### config.mk
export PLATFORM = sky130hd
export DESIGN_NAME = coinc_matrix
export DESIGN_NICKNAME = d
export VERILOG_FILES = /design/src/rtl/coinc_pkg.sv /design/src/rtl/coinc_cfg_fsm.sv /design/src/rtl/coinc_nfold.sv /design/src/rtl/coinc_matrix.sv
export SDC_FILE = /design/constraint.sdc
export NUM_CORES = 1
export LEC_CHECK = 0
export CAP_MARGIN = 30
export CORE_ASPECT_RATIO = 0.6
export CORE_MARGIN = 2
export CORE_UTILIZATION = 40
export CTS_BUF_LIST = sky130_fd_sc_hd__clkbuf_4
export CTS_CLUSTER_DIAMETER = 60
export DETAILED_ROUTE_END_ITERATION = 10
export GPL_TIMING_DRIVEN = 0
export PLACE_DENSITY_LB_ADDON = 0.15
export SLEW_MARGIN = 15
export SYNTH_ARGS = -nofsm -noshare
export SYNTH_HDL_FRONTEND = slang
export SYNTH_SLANG_ARGS = --single-unit
### constraint.sdc
create_clock -name clk -period 2.3 [get_ports clk]
set_input_delay 0.345 -clock clk [delete_from_list [all_inputs] [get_ports clk]]
set_output_delay 0.345 -clock clk [all_outputs]
set_load 0.05 [all_outputs]
### src/rtl/coinc_pkg.sv
package coinc_pkg;
    localparam int NDET  = 4;
    localparam int NPROG = 4;
    localparam int NCH   = NDET + NPROG;
    localparam int MASKW = NDET * NPROG;

    typedef enum logic [1:0] {
        MODE_CORR = 2'b00,
        MODE_BELL = 2'b01,
        MODE_PROG = 2'b10,
        MODE_RSVD = 2'b11
    } mode_e;

    typedef enum logic {
        ST_OPEN   = 1'b0,
        ST_LOCKED = 1'b1
    } cfg_st_e;

    typedef logic [NDET-1:0] sel_t;

    // detector bit order: 0=A 1=A' 2=B 3=B'
    function automatic sel_t corr_sel(input int k);
        case (k)
            0:       return 4'b0101;  // A B
            1:       return 4'b1101;  // A B B'
            2:       return 4'b1001;  // A B'
            default: return 4'b1100;  // B B'
        endcase
    endfunction

    function automatic sel_t bell_sel(input int k);
        case (k)
            0:       return 4'b0101;  // A B
            1:       return 4'b0110;  // A' B
            2:       return 4'b1001;  // A B'
            default: return 4'b1010;  // A' B'
        endcase
    endfunction
endpackage

### src/rtl/coinc_cfg_fsm.sv
module coinc_cfg_fsm
    import coinc_pkg::*;
(
    input  logic             clk,
    input  logic             rst_n,
    input  logic             idle_i,
    input  logic [1:0]       mode_i,
    input  logic [MASKW-1:0] mask_i,
    output mode_e            mode_q,
    output logic [MASKW-1:0] mask_q,
    output cfg_st_e          state_q
);
    cfg_st_e state_d;

    always_comb begin
        state_d = state_q;
        unique case (state_q)
            ST_OPEN:   if (!idle_i) state_d = ST_LOCKED;  // START
            ST_LOCKED: if (idle_i)  state_d = ST_OPEN;    // STOP
            default:   state_d = ST_OPEN;
        endcase
    end

    always_ff @(posedge clk) begin
        if (!rst_n) state_q <= ST_OPEN;
        else        state_q <= state_d;
    end

    always_ff @(posedge clk) begin
        if (!rst_n) begin
            mode_q <= MODE_CORR;
            mask_q <= '0;
        end else if (idle_i) begin
            mode_q <= mode_e'(mode_i);
            mask_q <= mask_i;
        end
    end
endmodule

### src/rtl/coinc_nfold.sv
module coinc_nfold #(
    parameter int W = 4
) (
    input  logic [W-1:0] det_i,
    input  logic [W-1:0] sel_i,
    output logic         hit_o
);
    logic [$clog2(W+1)-1:0] nsel;

    always_comb begin
        nsel = '0;
        for (int j = 0; j < W; j++) nsel = nsel + {{($clog2(W+1)-1){1'b0}}, sel_i[j]};
    end

    assign hit_o = (nsel >= 2) && ((det_i & sel_i) == sel_i);
endmodule

### src/rtl/coinc_matrix.sv
module coinc_matrix
    import coinc_pkg::*;
#(
    parameter bit REG_OUT = 1'b1
) (
    input  logic             clk,
    input  logic             rst_n,
    input  logic             idle_i,
    input  logic [1:0]       mode_i,
    input  logic [MASKW-1:0] mask_i,
    input  logic [NDET-1:0]  det_i,
    output logic [NCH-1:0]   cnt_en_o
);
    mode_e            cfg_mode;
    logic [MASKW-1:0] cfg_mask;
    cfg_st_e          cfg_state;
    logic [NCH-1:0]   en_c;

    coinc_cfg_fsm u_cfg (
        .clk     (clk),
        .rst_n   (rst_n),
        .idle_i  (idle_i),
        .mode_i  (mode_i),
        .mask_i  (mask_i),
        .mode_q  (cfg_mode),
        .mask_q  (cfg_mask),
        .state_q (cfg_state)
    );

    assign en_c[NDET-1:0] = (cfg_mode == MODE_RSVD) ? '0 : det_i;

    for (genvar k = 0; k < NPROG; k++) begin : g_chan
        sel_t sel;
        always_comb begin
            unique case (cfg_mode)
                MODE_CORR: sel = corr_sel(k);
                MODE_BELL: sel = bell_sel(k);
                MODE_PROG: sel = cfg_mask[k*NDET +: NDET];
                default:   sel = '0;
            endcase
        end
        coinc_nfold #(.W(NDET)) u_and (
            .det_i (det_i),
            .sel_i (sel),
            .hit_o (en_c[NDET+k])
        );
    end

    if (REG_OUT) begin : g_reg
        always_ff @(posedge clk) begin
            if (!rst_n) cnt_en_o <= '0;
            else        cnt_en_o <= en_c;
        end
    end else begin : g_comb
        assign cnt_en_o = en_c;
    end
endmodule

# [Yosys cells after proc, flatten, opt, wreduce, memory -nomap -nowiden]
# Cells that the tools add are included.
[classes] bitwise=5 n_div=0 eq_ne=7 muxes=4 n_reduce_logical=7 multipliers=0 addsub=12 shifts=0 n_lt_le_gt_ge=4
[ops] operator="$add 3x1->3" count=8
[ops] operator="$pmux 4 s3" count=2
[ops] operator="$and 4x4->4" count=4
[ops] operator="$eq 4x4->1" count=4
[ops] operator="$pmux 4 s2" count=2
[ops] operator="$ge 3x2->1 const B" count=4
[ops] operator="$add 1x1->2" count=4
[ops] operator="$eq 2x2->1 const B" count=2
[ops] operator="$logic_and 1x1->1" count=4
[ops] operator="$reduce_or 2->1" count=2
[ops] operator="$eq 2x1->1 const B" count=1
[ops] operator="$logic_not 2->1" count=1
[ops] operator="$not 1->1" count=1
[totals] ramBits=0 n_memories=0 latchBits=0 elab_cells=43 output_inout_bits=8 rom_bits=0 input_bits=25 reg_bits=26

# [Logic depth before layout (Yosys ltp)]
[logic_depth] depth_word=8 mapped_depth=9 ltp_nobuf=8

# [Hierarchy]
# A second synthesis with hierarchy kept.
[hier_totals] cells_unflattened=141 area_unflattened_um2=1373.8
[modules_own_cells] mod="coinc_cfg_fsm" area_per_inst_um2=716.9 n_inst=1 cells_per_inst=59
[modules_own_cells] mod="coinc_matrix" area_per_inst_um2=396.6 n_inst=1 cells_per_inst=46
[modules_own_cells] mod="coinc_nfold" area_per_inst_um2=65.1 n_inst=4 cells_per_inst=9

# [Worst setup path before layout]
# Ideal clock, no wire load.
[synth_timing] path_type="reg-to-reg" from="register u_cfg.mode_q[0]" to="register cnt_en_o[7]" t_arrival_ps=1734 period_less_slack_ps=1838 path_stages_with_launch=10 path_slack_ps=462 setup_ps=103 required_ps=2197 path_cell_list="dfxtp_1 buf_6 nor2b_1 a21oi_2 inv_1 ha_1 ha_1 nor3b_2 nor3_1 a2111oi_2"
[synth_between] elab_chain_len=7 elab_cells_between_ends=11 cone_classes="3 x add/sub; 1 x order compare; 3 x eq/ne; 1 x mux; 1 x bitwise; 2 x reduce/logical"
[synth_lines] element="start, declared" line_no="coinc_cfg_fsm.sv:9" text="output mode_e mode_q,"
[synth_lines] element="start signal, assigned" line_no="coinc_cfg_fsm.sv:34" text="mode_q <= mode_e'(mode_i);"
[synth_lines] element="$eq 2x2->1 (tied with other cells)" line_no="coinc_matrix.sv:35" text="unique case (cfg_mode)"
[synth_lines] element="$pmux 4 s3 (*)" line_no="coinc_matrix.sv:35"
[synth_lines] element="$add 1x1->2" line_no="coinc_nfold.sv:12" text="for (int j = 0; j < W; j++) nsel = nsel + {{($clog2(W+1)-1){1'b0}}, sel_i[j]};"
[synth_lines] element="$add 3x1->3 (2 in series)" line_no="coinc_nfold.sv:12"
[synth_lines] element="$ge 3x2->1" line_no="coinc_nfold.sv:15" text="assign hit_o = (nsel >= 2) && ((det_i & sel_i) == sel_i);"
[synth_lines] element="$logic_and 1x1->1 (*)" line_no="coinc_nfold.sv:15"
[synth_lines] element="end signal, assigned" line_no="coinc_matrix.sv:52" text="else cnt_en_o <= en_c;"
[synth_lines] element="end, declared" line_no="coinc_matrix.sv:12" text="output logic [NCH-1:0] cnt_en_o"
# Every way passes the cells marked *; elsewhere a longest branch is shown, timed or not.
# A chain may end at the register's enable or synchronous reset.

# [Final worst setup path]
# Ends and elaborated chain as after synthesis.

==> impl_table.tex <==
\begin{tabular}{lr}
\hline
Metric & Value \\
\hline
\multicolumn{2}{l}{\textbf{Floorplanning}} \\
\quad Total I/O pin count & 33 \\
\quad Die width & roughly 78 um \\
\quad Cell Rows & 16 \\
\quad Height of the die & slightly below 50 um \\
\quad Core area & $\sim$0.0032 sq mm \\
\quad Starting Density & between 40 and 50\% \\
\quad Die Area & between 0.003 and 0.004 sq mm \\
\multicolumn{2}{l}{\textbf{Routing}} \\
\quad Pre-antenna DRT Iters & 4 \\
\quad Total detailed-routing wirelength & 2.90 mm \\
\quad Average via count per standard cell & around 5 \\
\quad DRC violation count after routing & 0 \\
\quad Violation count after the first detailed-routing iteration & 27 \\
\quad Via count & $\sim$1100 \\
\quad Average wire per standard cell & $\sim$13 um \\
\quad Remaining number of nets flagged by the antenna check after routing & 0 \\
\multicolumn{2}{l}{\textbf{STA}} \\
\quad Transition time of the tightest slew-check pin & $\sim$0.49 ns \\
\quad Crit path time final & between 2 and 2.5 ns \\
\quad RSZ-0062 raised after global routing & false \\
\quad Final Cycle Share & around nine tenths \\
\quad Count of final setup violators & 0 \\
\quad Final Hold Viols & 0 \\
\quad Final total negative setup slack & 0 ns \\
\quad Worst rel slew slack & around two thirds \\
\quad Max-slew violation total from the final report & 0 \\
\quad Max Clock Skew & between 0.009 and 0.01 ns \\
\quad Highest Clock Rate & between 400 and 500 MHz \\
\multicolumn{2}{l}{\textbf{Place}} \\
\quad \# port buffers & 31 \\
\quad Global placer's final weighted congestion & about 0.85 \\
\quad Estimated wirelength of the detail-placed design & $\sim$2.3 mm \\
\multicolumn{2}{l}{\textbf{Run}} \\
\quad Count of max-cap constraint violations & 0 \\
\multicolumn{2}{l}{\textbf{Power and ir drop}} \\
\quad Total design power & between 0.9 and 1 mW \\
\quad Pwr per Cell Area & 542 mW/mm\^{}2 \\
\quad Static power due to leakage & roughly 0.74 nW \\
\quad Peak supply drop & 0.282 mV \\
\multicolumn{2}{l}{\textbf{Final layout}} \\
\quad Growth of design area from synthesis to finish & 30.0\% \\
\quad Count of antenna diodes in the layout & 0 \\
\quad Commonest cells after routing, fill and taps aside & 31 x clkdlybuf4s50\_1, 26 x dfxtp\_1, 19 x nor2\_1 \\
\quad Seq. cell area & approximately 520 sq um \\
\quad Filler cells & 308 \\
\quad Area taken by multi-input logic gates & $\sim$690 sq um \\
\quad Net count, final & 211 \\
\quad Fraction of final layout cells with drive strength greater than 1 & under 10\% \\
\quad Post-layout utilization of the core & a little over half \\
\quad Most common library cell in the layout ignoring fill and taps & clkdlybuf4s50\_1 \\
\multicolumn{2}{l}{\textbf{Clocking}} \\
\quad Maximum root-to-sink buffer count & 2 \\
\quad Clock network latency to the later pin of the worst-skew pair & approximately 0.33 ns \\
\quad Count of hold buffers inserted by post-cts repair & 0 \\
\quad Buffer cell driving the clock tree root & clkbuf\_4 \\
\quad Post\_cts resized & 0 \\
\quad Clock edge transition at the registers on the reported setup and hold paths & about 0.14 ns \\
\quad Post-CTS setup buffers & 0 \\
\quad \# H-tree levels & 1 \\
\quad Clock Sink Count & 26 \\
\quad Cts bufs inserted & 3 \\
\quad Clock tree from TritonCTS & done \\
\multicolumn{2}{l}{\textbf{Synth}} \\
\quad Top-area cell type share of the netlist area & around 40\% \\
\quad Sequential cell area fraction in the yosys report & 39.8\% \\
\quad Leading area contributor after synthesis & dfxtp\_1 \\
\quad Yosys warnings & 0 \\
\quad Syn Inst Count & 142 \\
\quad Combined area of all synthesized cells & roughly 0.0013 sq mm \\
\quad Synth cell types & 33 \\
\quad Post-synth net total & between 150 and 200 \\
\quad Top post-synthesis cells by area & dfxtp\_1 40\%, mux2i\_1 14\%, ha\_1 7.7\%, nor2\_1 5.5\%, inv\_1 3.7\% \\
\quad Flip-flop and latch count after synthesis & 26 \\
\quad Avg Synthesized Cell Area & just over 9 sq um \\
\multicolumn{2}{l}{\textbf{Worst setup path}} \\
\quad Required time at the endpoint of the critical path & between 2 and 3 ns \\
\quad Largest fanout on the critical path & 9 \\
\quad Worst setup path start & u\_cfg.mode\_q[0]\$\_SDFFE\_PN0P\_ \\
\quad Setup crit start kind & register \\
\quad R2r startpoint & u\_cfg.mode\_q[0]\$\_SDFFE\_PN0P\_ \\
\quad Crit end category & register \\
\quad Internal reg-to-reg setup slack & 0.21 ns \\
\quad Endpoint of the worst-slack reg-to-reg timing path & cnt\_en\_o[7]\$\_SDFF\_PN0\_ \\
\quad Worst setup path class & register to register \\
\quad Number of cells on the worst reg-to-reg path & 8 \\
\quad Arrival time at the worst endpoint & roughly 2.3 ns \\
\multicolumn{2}{l}{\textbf{Status}} \\
\quad Result of the run & finished, final reports clean \\
\multicolumn{2}{l}{\textbf{Global route}} \\
\quad Initial antenna violation count & 0 \\
\quad Global-route congestion overflow total & 0 \\
\quad Pin count of the biggest net entering global routing & 15 \\
\quad Total Routing Usage GR & 16.9\% \\
\quad First-pass GRT wire length & $\sim$4.7 mm \\
\quad Vias in the first global route & between 1000 and 1500 \\
\multicolumn{2}{l}{\textbf{Worst hold path}} \\
\quad HP Class & input port to register \\
\quad Terminating pin of the worst hold path & u\_cfg.mask\_q[12]\$\_SDFFE\_PN0P\_ \\
\quad Hold path depth & 3 \\
\quad Beginning of the worst hold path & idle\_i \\
\hline
\end{tabular}
[cells in the mapped netlist]
cell	instances
a2111oi_2	1
a211oi_1	2
a21oi_1	6
a21oi_2	1
a22oi_1	1
a2bb2oi_1	1
a311oi_1	1
and2_1	7
buf_2	3
buf_4	1
buf_6	2
clkbuf_1	2
dfxtp_1	26
ha_1	8
inv_1	13
mux2i_1	18
nand2_1	4
nand3_1	1
nor2_1	19
nor2b_1	4
nor2b_2	1
nor2b_4	1
nor3_1	2
nor3b_2	1
nor4_1	1
nor4b_1	1
o21ai_0	8
o21ai_1	1
o221ai_1	1
o22a_1	1
o22a_2	1
o22ai_1	1
o22ai_2	1
[cell type report]
cell class | instances | share of cell area (%)
multi-input cells | 95 | 40.3
flip-flops and latches | 26 | 30.6
repair buffers | 31 | 18.2
well taps | 45 | 3.31
plain buffers | 8 | 3.09
inverters | 13 | 2.87
clock buffers | 3 | 1.32
clock inverters | 1 | 0.221
[power breakdown]
| group | internal (mW) | switching (mW) | leakage [nW] |
|---|---|---|---|
| Sequential | 0.478 | 0.0147 | 0.215 |
| Clock | 0.0638 | 0.136 | 0.0154 |
| Combinational | 0.112 | 0.117 | 0.505 |
| Total | 0.654 | 0.268 | 0.735 |
[routing by layer]
metal	up-vias	part of all wire, %	track usage, %
met4	0	1.4	7.86
met2	29	45	28.3
li1	555	-	-
met3	5	6.3	5.00
met5	-	0	0
met1	506	47	21.0
[logic make-up (layout without fill, tap and decap cells)]
| logic type | after synthesis | after routing | synth area share, % |
|---|---|---|---|
| buf+inv | 21 | 56 | 7.75 |
| compound gates | 27 | 27 | 14.2 |
| mux | 18 | 18 | 13.8 |
| simple gates | 42 | 42 | 16.8 |
| fa+ha+maj | 8 | 8 | 7.66 |
| flops | 26 | 26 | 39.8 |
[state kept, by name (all words and copies together), names as in the netlist]
| signal | count |
|---|---|
| u_cfg.mask_q | 16 |
| cnt_en_o | 8 |
| u_cfg.mode_q | 2 |
[through the flow]
step                      cells  cell area (sq um)  hold slack, ns  setup WS (ns)
final                       222               1700           0.430          0.211
after global routing        222               1700           0.438         0.0352
after CTS                   222               1700           0.423          0.189
after detailed placement    218               1670           0.488          0.218
after global placement      218               1670           0.479          0.301
after floorplan             142               1310           0.460          0.462
[worst max-delay path by stage]
stage | to | slack (ns)
after global placement | cnt_en_o[7]$_SDFF_PN0_ | 0.30
after floorplan | cnt_en_o[7]$_SDFF_PN0_ | 0.46
after detailed placement | cnt_en_o[7]$_SDFF_PN0_ | 0.22
after global routing | cnt_en_o[7]$_SDFF_PN0_ | 0.04
after CTS | cnt_en_o[7]$_SDFF_PN0_ | 0.19
final | cnt_en_o[7]$_SDFF_PN0_ | 0.21
[worst max-delay path: stages (launching register included)]
cell	delay [ns]
dfxtp_1	0.33
buf_6	0.13
nor2b_2	0.30
and2_1	0.19
ha_1	0.24
ha_1	0.27
nor3b_2	0.16
nor3_1	0.08
a2111oi_2	0.31
Note: power is estimated with default switching activity, not from simulation.
